### config.mk
export PLATFORM = sky130hd
export DESIGN_NAME = nvm_cmd_sequencer
export DESIGN_NICKNAME = d
export VERILOG_FILES = /design/src/rtl/nvm_seq_pkg.sv /design/src/rtl/nvm_status_judge.sv /design/src/rtl/nvm_poll_timer.sv /design/src/rtl/nvm_cmd_sequencer.sv
export SDC_FILE = /design/constraint.sdc
export NUM_CORES = 1
export LEC_CHECK = 0
export BUFFER_PORTS_ARGS = -buffer_cell sky130_fd_sc_hd__buf_2
export CELL_PAD_IN_SITES_DETAIL_PLACEMENT = 1
export CELL_PAD_IN_SITES_GLOBAL_PLACEMENT = 1
export CORE_MARGIN = 2
export CORE_UTILIZATION = 38
export CTS_CLUSTER_SIZE = 20
export DETAILED_ROUTE_END_ITERATION = 7
export PLACE_DENSITY = 0.82
export SLEW_MARGIN = 10
export SYNTH_ARGS = -nofsm -noshare
export SYNTH_HDL_FRONTEND = slang
export SYNTH_SLANG_ARGS = --single-unit
### constraint.sdc
create_clock -name clk -period 2.83 [get_ports clk]
set_clock_uncertainty 0.15 [all_clocks]
set_input_delay 0.566 -clock clk [delete_from_list [all_inputs] [get_ports clk]]
set_output_delay 0.566 -clock clk [all_outputs]
set_load 0.01 [all_outputs]
### src/rtl/nvm_seq_pkg.sv
package nvm_seq_pkg;
    typedef enum logic [1:0] {OP_ERASE = 2'd0, OP_WRITE = 2'd1, OP_LOCK = 2'd2, OP_UNLOCK = 2'd3} op_e;
    typedef enum logic [2:0] {RC_OK = 3'd0, RC_VOLT = 3'd1, RC_PROT = 3'd2, RC_SEQ = 3'd3,
                              RC_FAIL = 3'd4, RC_TIMEOUT = 3'd5} rc_e;
    typedef enum logic [3:0] {S_IDLE, S_CMD1, S_CMD2, S_POLL, S_POLLW, S_SUS, S_SPOLL, S_SPOLLW,
                              S_SARR, S_SRD, S_SRDW, S_RES, S_CLR, S_ARR, S_DONE} seq_state_e;

    localparam logic [7:0] CMD_ERASE   = 8'h20;
    localparam logic [7:0] CMD_PROG    = 8'h40;
    localparam logic [7:0] CMD_LOCKSET = 8'h60;
    localparam logic [7:0] CMD_CONFIRM = 8'hD0;
    localparam logic [7:0] CMD_SETBIT  = 8'h01;
    localparam logic [7:0] CMD_SUSPEND = 8'hB0;
    localparam logic [7:0] CMD_CLRSTAT = 8'h50;
    localparam logic [7:0] CMD_ARRAY   = 8'hFF;

    function automatic logic [7:0] setup_cmd(op_e op);
        case (op)
            OP_ERASE: return CMD_ERASE;
            OP_WRITE: return CMD_PROG;
            default:  return CMD_LOCKSET;
        endcase
    endfunction
endpackage

### src/rtl/nvm_status_judge.sv
module nvm_status_judge
    import nvm_seq_pkg::*;
(
    input  op_e        op,
    input  logic [7:0] status,
    output rc_e        code,
    output logic       sus_hit
);
    logic own_bit;

    always_comb begin
        own_bit = (op == OP_ERASE || op == OP_UNLOCK) ? status[5] : status[4];
        if (status[3])                   code = RC_VOLT;
        else if (status[1])              code = RC_PROT;
        else if (status[4] && status[5]) code = RC_SEQ;
        else if (own_bit)                code = RC_FAIL;
        else                             code = RC_OK;
        case (op)
            OP_ERASE: sus_hit = status[6];
            OP_WRITE: sus_hit = status[2];
            default:  sus_hit = 1'b0;
        endcase
    end
endmodule

### src/rtl/nvm_poll_timer.sv
module nvm_poll_timer #(
    parameter int MAX_POLLS = 4096
) (
    input  logic clk,
    input  logic rst_n,
    input  logic clear,
    input  logic tick,
    output logic last
);
    localparam int CW = $clog2(MAX_POLLS + 1);
    localparam logic [CW-1:0] LIMIT = CW'(MAX_POLLS - 1);

    logic [CW-1:0] cnt_d, cnt_q;

    always_comb begin
        cnt_d = cnt_q;
        if (clear)     cnt_d = '0;
        else if (tick) cnt_d = cnt_q + 1'b1;
    end

    always_ff @(posedge clk) begin
        if (!rst_n) cnt_q <= '0;
        else        cnt_q <= cnt_d;
    end

    assign last = (cnt_q >= LIMIT);

    assert_cnt_bound_R8: assert property (@(posedge clk) disable iff (!rst_n)
        cnt_q <= LIMIT);
endmodule

### src/rtl/nvm_cmd_sequencer.sv
module nvm_cmd_sequencer
    import nvm_seq_pkg::*;
#(
    parameter int AW        = 20,
    parameter int MAX_POLLS = 4096
) (
    input  logic          clk,
    input  logic          rst_n,
    input  logic          req_valid,
    output logic          req_ready,
    input  logic [1:0]    req_op,
    input  logic [AW-1:0] req_addr,
    input  logic [7:0]    req_data,
    input  logic          pause_req,
    input  logic [AW-1:0] pause_addr,
    output logic          rd_valid,
    output logic [7:0]    rd_data,
    output logic          done,
    output logic [2:0]    result,
    output logic [AW-1:0] f_addr,
    output logic [7:0]    f_wdata,
    output logic          f_we,
    output logic          f_re,
    input  logic [7:0]    f_rdata
);
    typedef struct packed {
        seq_state_e    st;
        op_e           op;
        logic [AW-1:0] addr;
        logic [7:0]    data;
        logic [AW-1:0] paddr;
        logic          paused;
        rc_e           code;
    } seq_t;

    seq_t r_d, r_q;
    rc_e  judged;
    logic sus_hit, tmr_last, tmr_clear, tmr_tick;

    nvm_status_judge u_judge (
        .op(r_q.op), .status(f_rdata), .code(judged), .sus_hit(sus_hit)
    );

    nvm_poll_timer #(.MAX_POLLS(MAX_POLLS)) u_timer (
        .clk(clk), .rst_n(rst_n), .clear(tmr_clear), .tick(tmr_tick), .last(tmr_last)
    );

    always_comb begin
        r_d       = r_q;
        tmr_clear = 1'b0;
        tmr_tick  = 1'b0;
        case (r_q.st)
            S_IDLE: begin
                tmr_clear = 1'b1;
                if (req_valid) begin
                    r_d.st     = S_CMD1;
                    r_d.op     = op_e'(req_op);
                    r_d.addr   = req_addr;
                    r_d.data   = req_data;
                    r_d.paused = 1'b0;
                    r_d.code   = RC_OK;
                end
            end
            S_CMD1:  r_d.st = S_CMD2;
            S_CMD2:  r_d.st = S_POLL;
            S_POLL:  r_d.st = S_POLLW;
            S_POLLW: begin
                if (f_rdata[7]) begin
                    r_d.code = judged;
                    r_d.st   = (judged == RC_OK) ? S_ARR : S_CLR;
                end else if (pause_req && !r_q.paused &&
                             (r_q.op == OP_ERASE || r_q.op == OP_WRITE)) begin
                    r_d.st     = S_SUS;
                    r_d.paused = 1'b1;
                    r_d.paddr  = pause_addr;
                end else if (tmr_last) begin
                    r_d.code = RC_TIMEOUT;
                    r_d.st   = S_CLR;
                end else begin
                    tmr_tick = 1'b1;
                    r_d.st   = S_POLL;
                end
            end
            S_SUS:   r_d.st = S_SPOLL;
            S_SPOLL: r_d.st = S_SPOLLW;
            S_SPOLLW: begin
                if (f_rdata[7]) begin
                    if (sus_hit) begin
                        r_d.st = S_SARR;
                    end else begin
                        r_d.code = judged;
                        r_d.st   = (judged == RC_OK) ? S_ARR : S_CLR;
                    end
                end else if (tmr_last) begin
                    r_d.code = RC_TIMEOUT;
                    r_d.st   = S_CLR;
                end else begin
                    tmr_tick = 1'b1;
                    r_d.st   = S_SPOLL;
                end
            end
            S_SARR:  r_d.st = S_SRD;
            S_SRD:   r_d.st = S_SRDW;
            S_SRDW:  r_d.st = S_RES;
            S_RES:   r_d.st = S_POLL;
            S_CLR:   r_d.st = S_ARR;
            S_ARR:   r_d.st = S_DONE;
            S_DONE:  r_d.st = S_IDLE;
            default: r_d.st = S_IDLE;
        endcase
    end

    always_ff @(posedge clk) begin
        if (!rst_n) begin
            r_q <= '0;
            r_q.st <= S_IDLE;
        end else begin
            r_q <= r_d;
        end
    end

    always_comb begin
        f_we    = 1'b0;
        f_re    = 1'b0;
        f_addr  = r_q.addr;
        f_wdata = 8'h00;
        case (r_q.st)
            S_CMD1: begin f_we = 1'b1; f_wdata = setup_cmd(r_q.op); end
            S_CMD2: begin
                f_we = 1'b1;
                case (r_q.op)
                    OP_WRITE: f_wdata = r_q.data;
                    OP_LOCK:  f_wdata = CMD_SETBIT;
                    default:  f_wdata = CMD_CONFIRM;
                endcase
            end
            S_POLL, S_SPOLL: f_re = 1'b1;
            S_SUS:  begin f_we = 1'b1; f_wdata = CMD_SUSPEND; end
            S_SARR, S_ARR: begin f_we = 1'b1; f_wdata = CMD_ARRAY; end
            S_SRD:  begin f_re = 1'b1; f_addr = r_q.paddr; end
            S_RES:  begin f_we = 1'b1; f_wdata = CMD_CONFIRM; end
            S_CLR:  begin f_we = 1'b1; f_wdata = CMD_CLRSTAT; end
            default: ;
        endcase
    end

    assign req_ready = (r_q.st == S_IDLE);
    assign done      = (r_q.st == S_DONE);
    assign result    = r_q.code;
    assign rd_valid  = (r_q.st == S_SRDW);
    assign rd_data   = f_rdata;

    assert_done_pulse_R11: assert property (@(posedge clk) disable iff (!rst_n)
        done |=> !done);
    assert_accept_busy_R11: assert property (@(posedge clk) disable iff (!rst_n)
        (req_valid && req_ready) |=> !req_ready);
    assert_one_strobe_R7: assert property (@(posedge clk) disable iff (!rst_n)
        !(f_we && f_re));
    assert_array_before_done_R7: assert property (@(posedge clk) disable iff (!rst_n)
        (f_we && f_wdata == CMD_ARRAY && !rd_valid && $past(f_we && f_wdata == CMD_CLRSTAT)) |=> done);
    assert_result_range_R5: assert property (@(posedge clk) disable iff (!rst_n)
        done |-> (result <= 3'd5));
    assert_resume_after_read_R9: assert property (@(posedge clk) disable iff (!rst_n)
        rd_valid |=> (f_we && f_wdata == CMD_CONFIRM));
endmodule

==> results.cfg <==
[floorplan]
design.die.area_um2 = 10390
start_util_pct = 39.25
ios = 106
die_h_um = 101.9
coreArea_um2 = 9284
fp-row-count = 35
die_w_um = 101.9

[final_layout]
fin_util_pct = 47.65
layout-drive-gt1-share_pct = 29.40
num-nets-final = 596
nFillCells = 1155
area_delta_synth_final_pct = 21.43
stdcell_count = 663
n_antenna_cell = 0

[sta]
finalSetupViolations = 0
finalCritPeriodShare_pct = 96.21
fin_setup_tns_ps = 0
post-route-min-period_ps = 2723
tightest_slew_ps = 608.2
hold_slack_ps = 299.6
fmax_mhz = 367.3
hold_viol = 0
max_slew_margin_pct = 59.31
drv_slew = 0
rsz0062_at_grt = no

[run]
drv_cap = 0

[route]
drtIter0Drc = 107
wl_per_cell_um = 15.84
antenna_left = 0
finalWirelength_mm = 10.50
drt_pass1_iterations = 4
vias = 3461
drc = 0
vias_per_cell = 5.220

[critical_path]
slowest_delay_ps = 440
worstPathRequired_ps = 2110
path_cells = nand2b_1 -> nor3b_2 -> buf_4 -> mux2_2 -> buf_2
reg2reg_from = r_q[53]
rr_endpoint = u_timer.cnt_q[7]
rr_worst_depth = 8
path_class = reg2out
crit_family = flip-flops
crit_fanout = 20
cp_num_buf_inv = 2
critPathSlowestCell = dfxtp_1
cp-end-kind = primary output
worstPathArrival_ps = 2010
critPathLaunchType = flip-flop
r2r_slack_ps = 340

[grt]
met3_usage_pct = 4.856
antenna_found_initial = 0
grt_start_max_net_pins = 40
overflow = 0
grtUsageMet1_pct = 27.14
grt_pass1_wl_mm = 17.53
grt_pass1_vias = 3550
grt_busiest_layer = met2
use_met2_pct = 35.83
grt_use_total_pct = 21.29

[worst_hold_path]
hold_path.class = in2reg
hold_path_depth = 3
hold_path_end = r_q[35]
hp-start = req_addr[3]

[cts]
postCtsSetupRepairBufs = 0
clk_pin_slew_ps = 80
clk_latency_ps = 350
cts_max_path_buffers = 2
numClockSinks = 71
ctsHtreeMaxLevel = 3
ctsRootBufferMaster = clkbuf_8
ctsHoldBuffers = 0
cts_tree = built
cts_made_buffers = 9

[place]
dp_hpwl_mm = 7.623
io_buffers = 103
gp_congestion = 0.8718
dp.cells = 647

[synth]
synth_top_family_by_area = simple AND/OR/NAND/NOR gates
yosysSeqAreaShare_pct = 39.01
synth_edf_count = 0
yosys_warnings = 0
synth_top_cell_by_area = dfxtp_1
ys_types = 53
synthFlopType = dfxtp_1
synth_top_area_share_pct = 39.01
yosys-top-cells-area = dfxtp_1, nand2_1, mux2i_1, a21oi_1, mux2_2
synth.net_count = 508
synth_fa_ha_area_share_pct = 1.717
synth_compound_area_share_pct = 17.51
async_reset_ff_share_pct = 0
syn_area_per_cell_um2 = 8.262
syn-instance-count = 441
synthSimpleGateAreaFrac_pct = 21.39
ys_seq_elements = 71
synthesis.area_um2 = 3643
synth_xor_area_share_pct = 1.202
synthMuxAreaShare_pct = 12.50

[power]
finalPower_mw = 2.193
p_leak_nw = 1.990
vdd_drop_max_mv = 0.2177
powerDensity_nw_per_um2 = 495.6

[outcome]
status = finished, final reports clean
-- cells in the mapped netlist (3+ instances only) --
library cell and n:
a31oi_1 7, mux2i_1 23, o21a_1 3, o21ai_0 14
buf_4 14, ha_1 5, nand2b_1 7, or3_1 4
nor2_1 41, inv_1 6, xnor2_1 4, o31ai_1 3
buf_2 5, nor3_1 4, clkbuf_1 17, nand3_1 8
a21oi_1 45, nor2b_1 5, dfxtp_1 71, mux2_1 3
o211ai_1 8, a2111oi_1 3, nand2_1 81, o22ai_1 3
nand4_1 6, and2_1 4, mux2_2 17
-- power by group --
part / total [mW] / switching [mW] / internal, mW
registers: 1.05 / 0.0182 / 1.03
logic: 0.299 / 0.177 / 0.122
clock network: 0.846 / 0.412 / 0.434
total: 2.19 / 0.608 / 1.59
-- worst register-to-register path, cell delays in order, from the launching register on --
cell	delay [ps]
dfxtp_1	370
inv_1	90
ha_1	210
buf_4	170
or2_4	280
a21o_1	260
a211o_1	400
or4_1	430
nand2_1	70
-- stage by stage --
step | instance area [um2] | setup slack, ps
5_1_grt | 4424 | 21.34
3_5_place_dp | 4199 | 355.5
2_1_floorplan | 3643 | 560.1
3_3_place_gp | 4199 | 446.6
6_report | 4424 | 107.3
4_1_cts | 4405 | 49.24
-- how the worst max path moves through the flow --
stage | endpoint | slack, ps | cells past startpoint | start
after floorplan | f_addr[2] | 560 | 6 | r_q[57]
after global placement | u_timer.cnt_q[9] | 450 | 8 | r_q[53]
after detailed placement | f_wdata[7] | 360 | 7 | r_q[53]
after CTS | f_wdata[7] | 50 | 6 | r_q[52]
after global routing | f_addr[18] | 20 | 5 | r_q[56]
final | f_addr[18] | 110 | 5 | r_q[56]
-- layout make-up --
type | count | area (um2) | share of cell area [%]
clock buffer | 10 | 137.6 | 3.111
clock inverter | 6 | 67.56 | 1.527
inverter | 7 | 26.28 | 0.5939
multi-input combinational | 325 | 2003 | 45.28
sequential | 71 | 1423 | 32.15
tap | 129 | 161.4 | 3.648
timing repair buffer | 115 | 605.6 | 13.69
-- sequential cells by signal (all words and copies together), names as in the netlist --
| name | flops |
|---|---|
| r_q | 55 |
| result | 3 |
| u_timer.cnt_q | 13 |
-- logic make-up (layout without fill, tap and decap cells) --
group                      count (synthesis)  after routing
AOI/OAI and AO/OA                        100            100
adders and majority gates                  5              5
DFF                                       71             71
xor gates and xnor gates                   5              5
muxes                                     43             43
and+or+nand+nor                          172            172
buffers and inverters                     45            138
-- per-layer routing --
metal | routed length (um) | up-vias | part of all wire, %
met2 | 4996 | 97 | 48
met5 | 0 | - | 0
met1 | 4716 | 1644 | 45
met4 | 142 | 0 | 1.4
met3 | 644 | 13 | 6.1
li1 | - | 1707 | -
-- layout by cell type, fill, tap and decap left out, drive strengths merged, types with 3 or more instances in the layout --
| cell type | netlist | layout |
|---|---|---|
| buf | 21 | 115 |
| nand2 | 81 | 81 |
| dfxtp | 71 | 71 |
| a21oi | 45 | 45 |
| nor2 | 41 | 41 |
| mux2i | 23 | 23 |
| mux2 | 20 | 20 |
| o21ai | 14 | 14 |
| clkbuf | 17 | 10 |
| o211ai | 8 | 8 |
| nand3 | 8 | 8 |
| inv | 7 | 8 |
| nand2b | 7 | 7 |
| a31oi | 7 | 7 |
| nand4 | 7 | 7 |
| nor2b | 5 | 5 |
| ha | 5 | 5 |
| or3 | 4 | 4 |
| nor3 | 4 | 4 |
| and2 | 4 | 4 |
| xnor2 | 4 | 4 |
| a2111oi | 4 | 4 |
| o22ai | 3 | 3 |
| o21a | 3 | 3 |
| o31ai | 3 | 3 |
| or2 | 3 | 3 |
-- what timing repair did --
action / in CTS / in global routing
resized for setup: 1 / 3
pin swaps: 0 / 0
hold endpoints to repair: 0 / 0
setup endpoints to repair: 2 / 22
(Power assumes the default switching activity.)
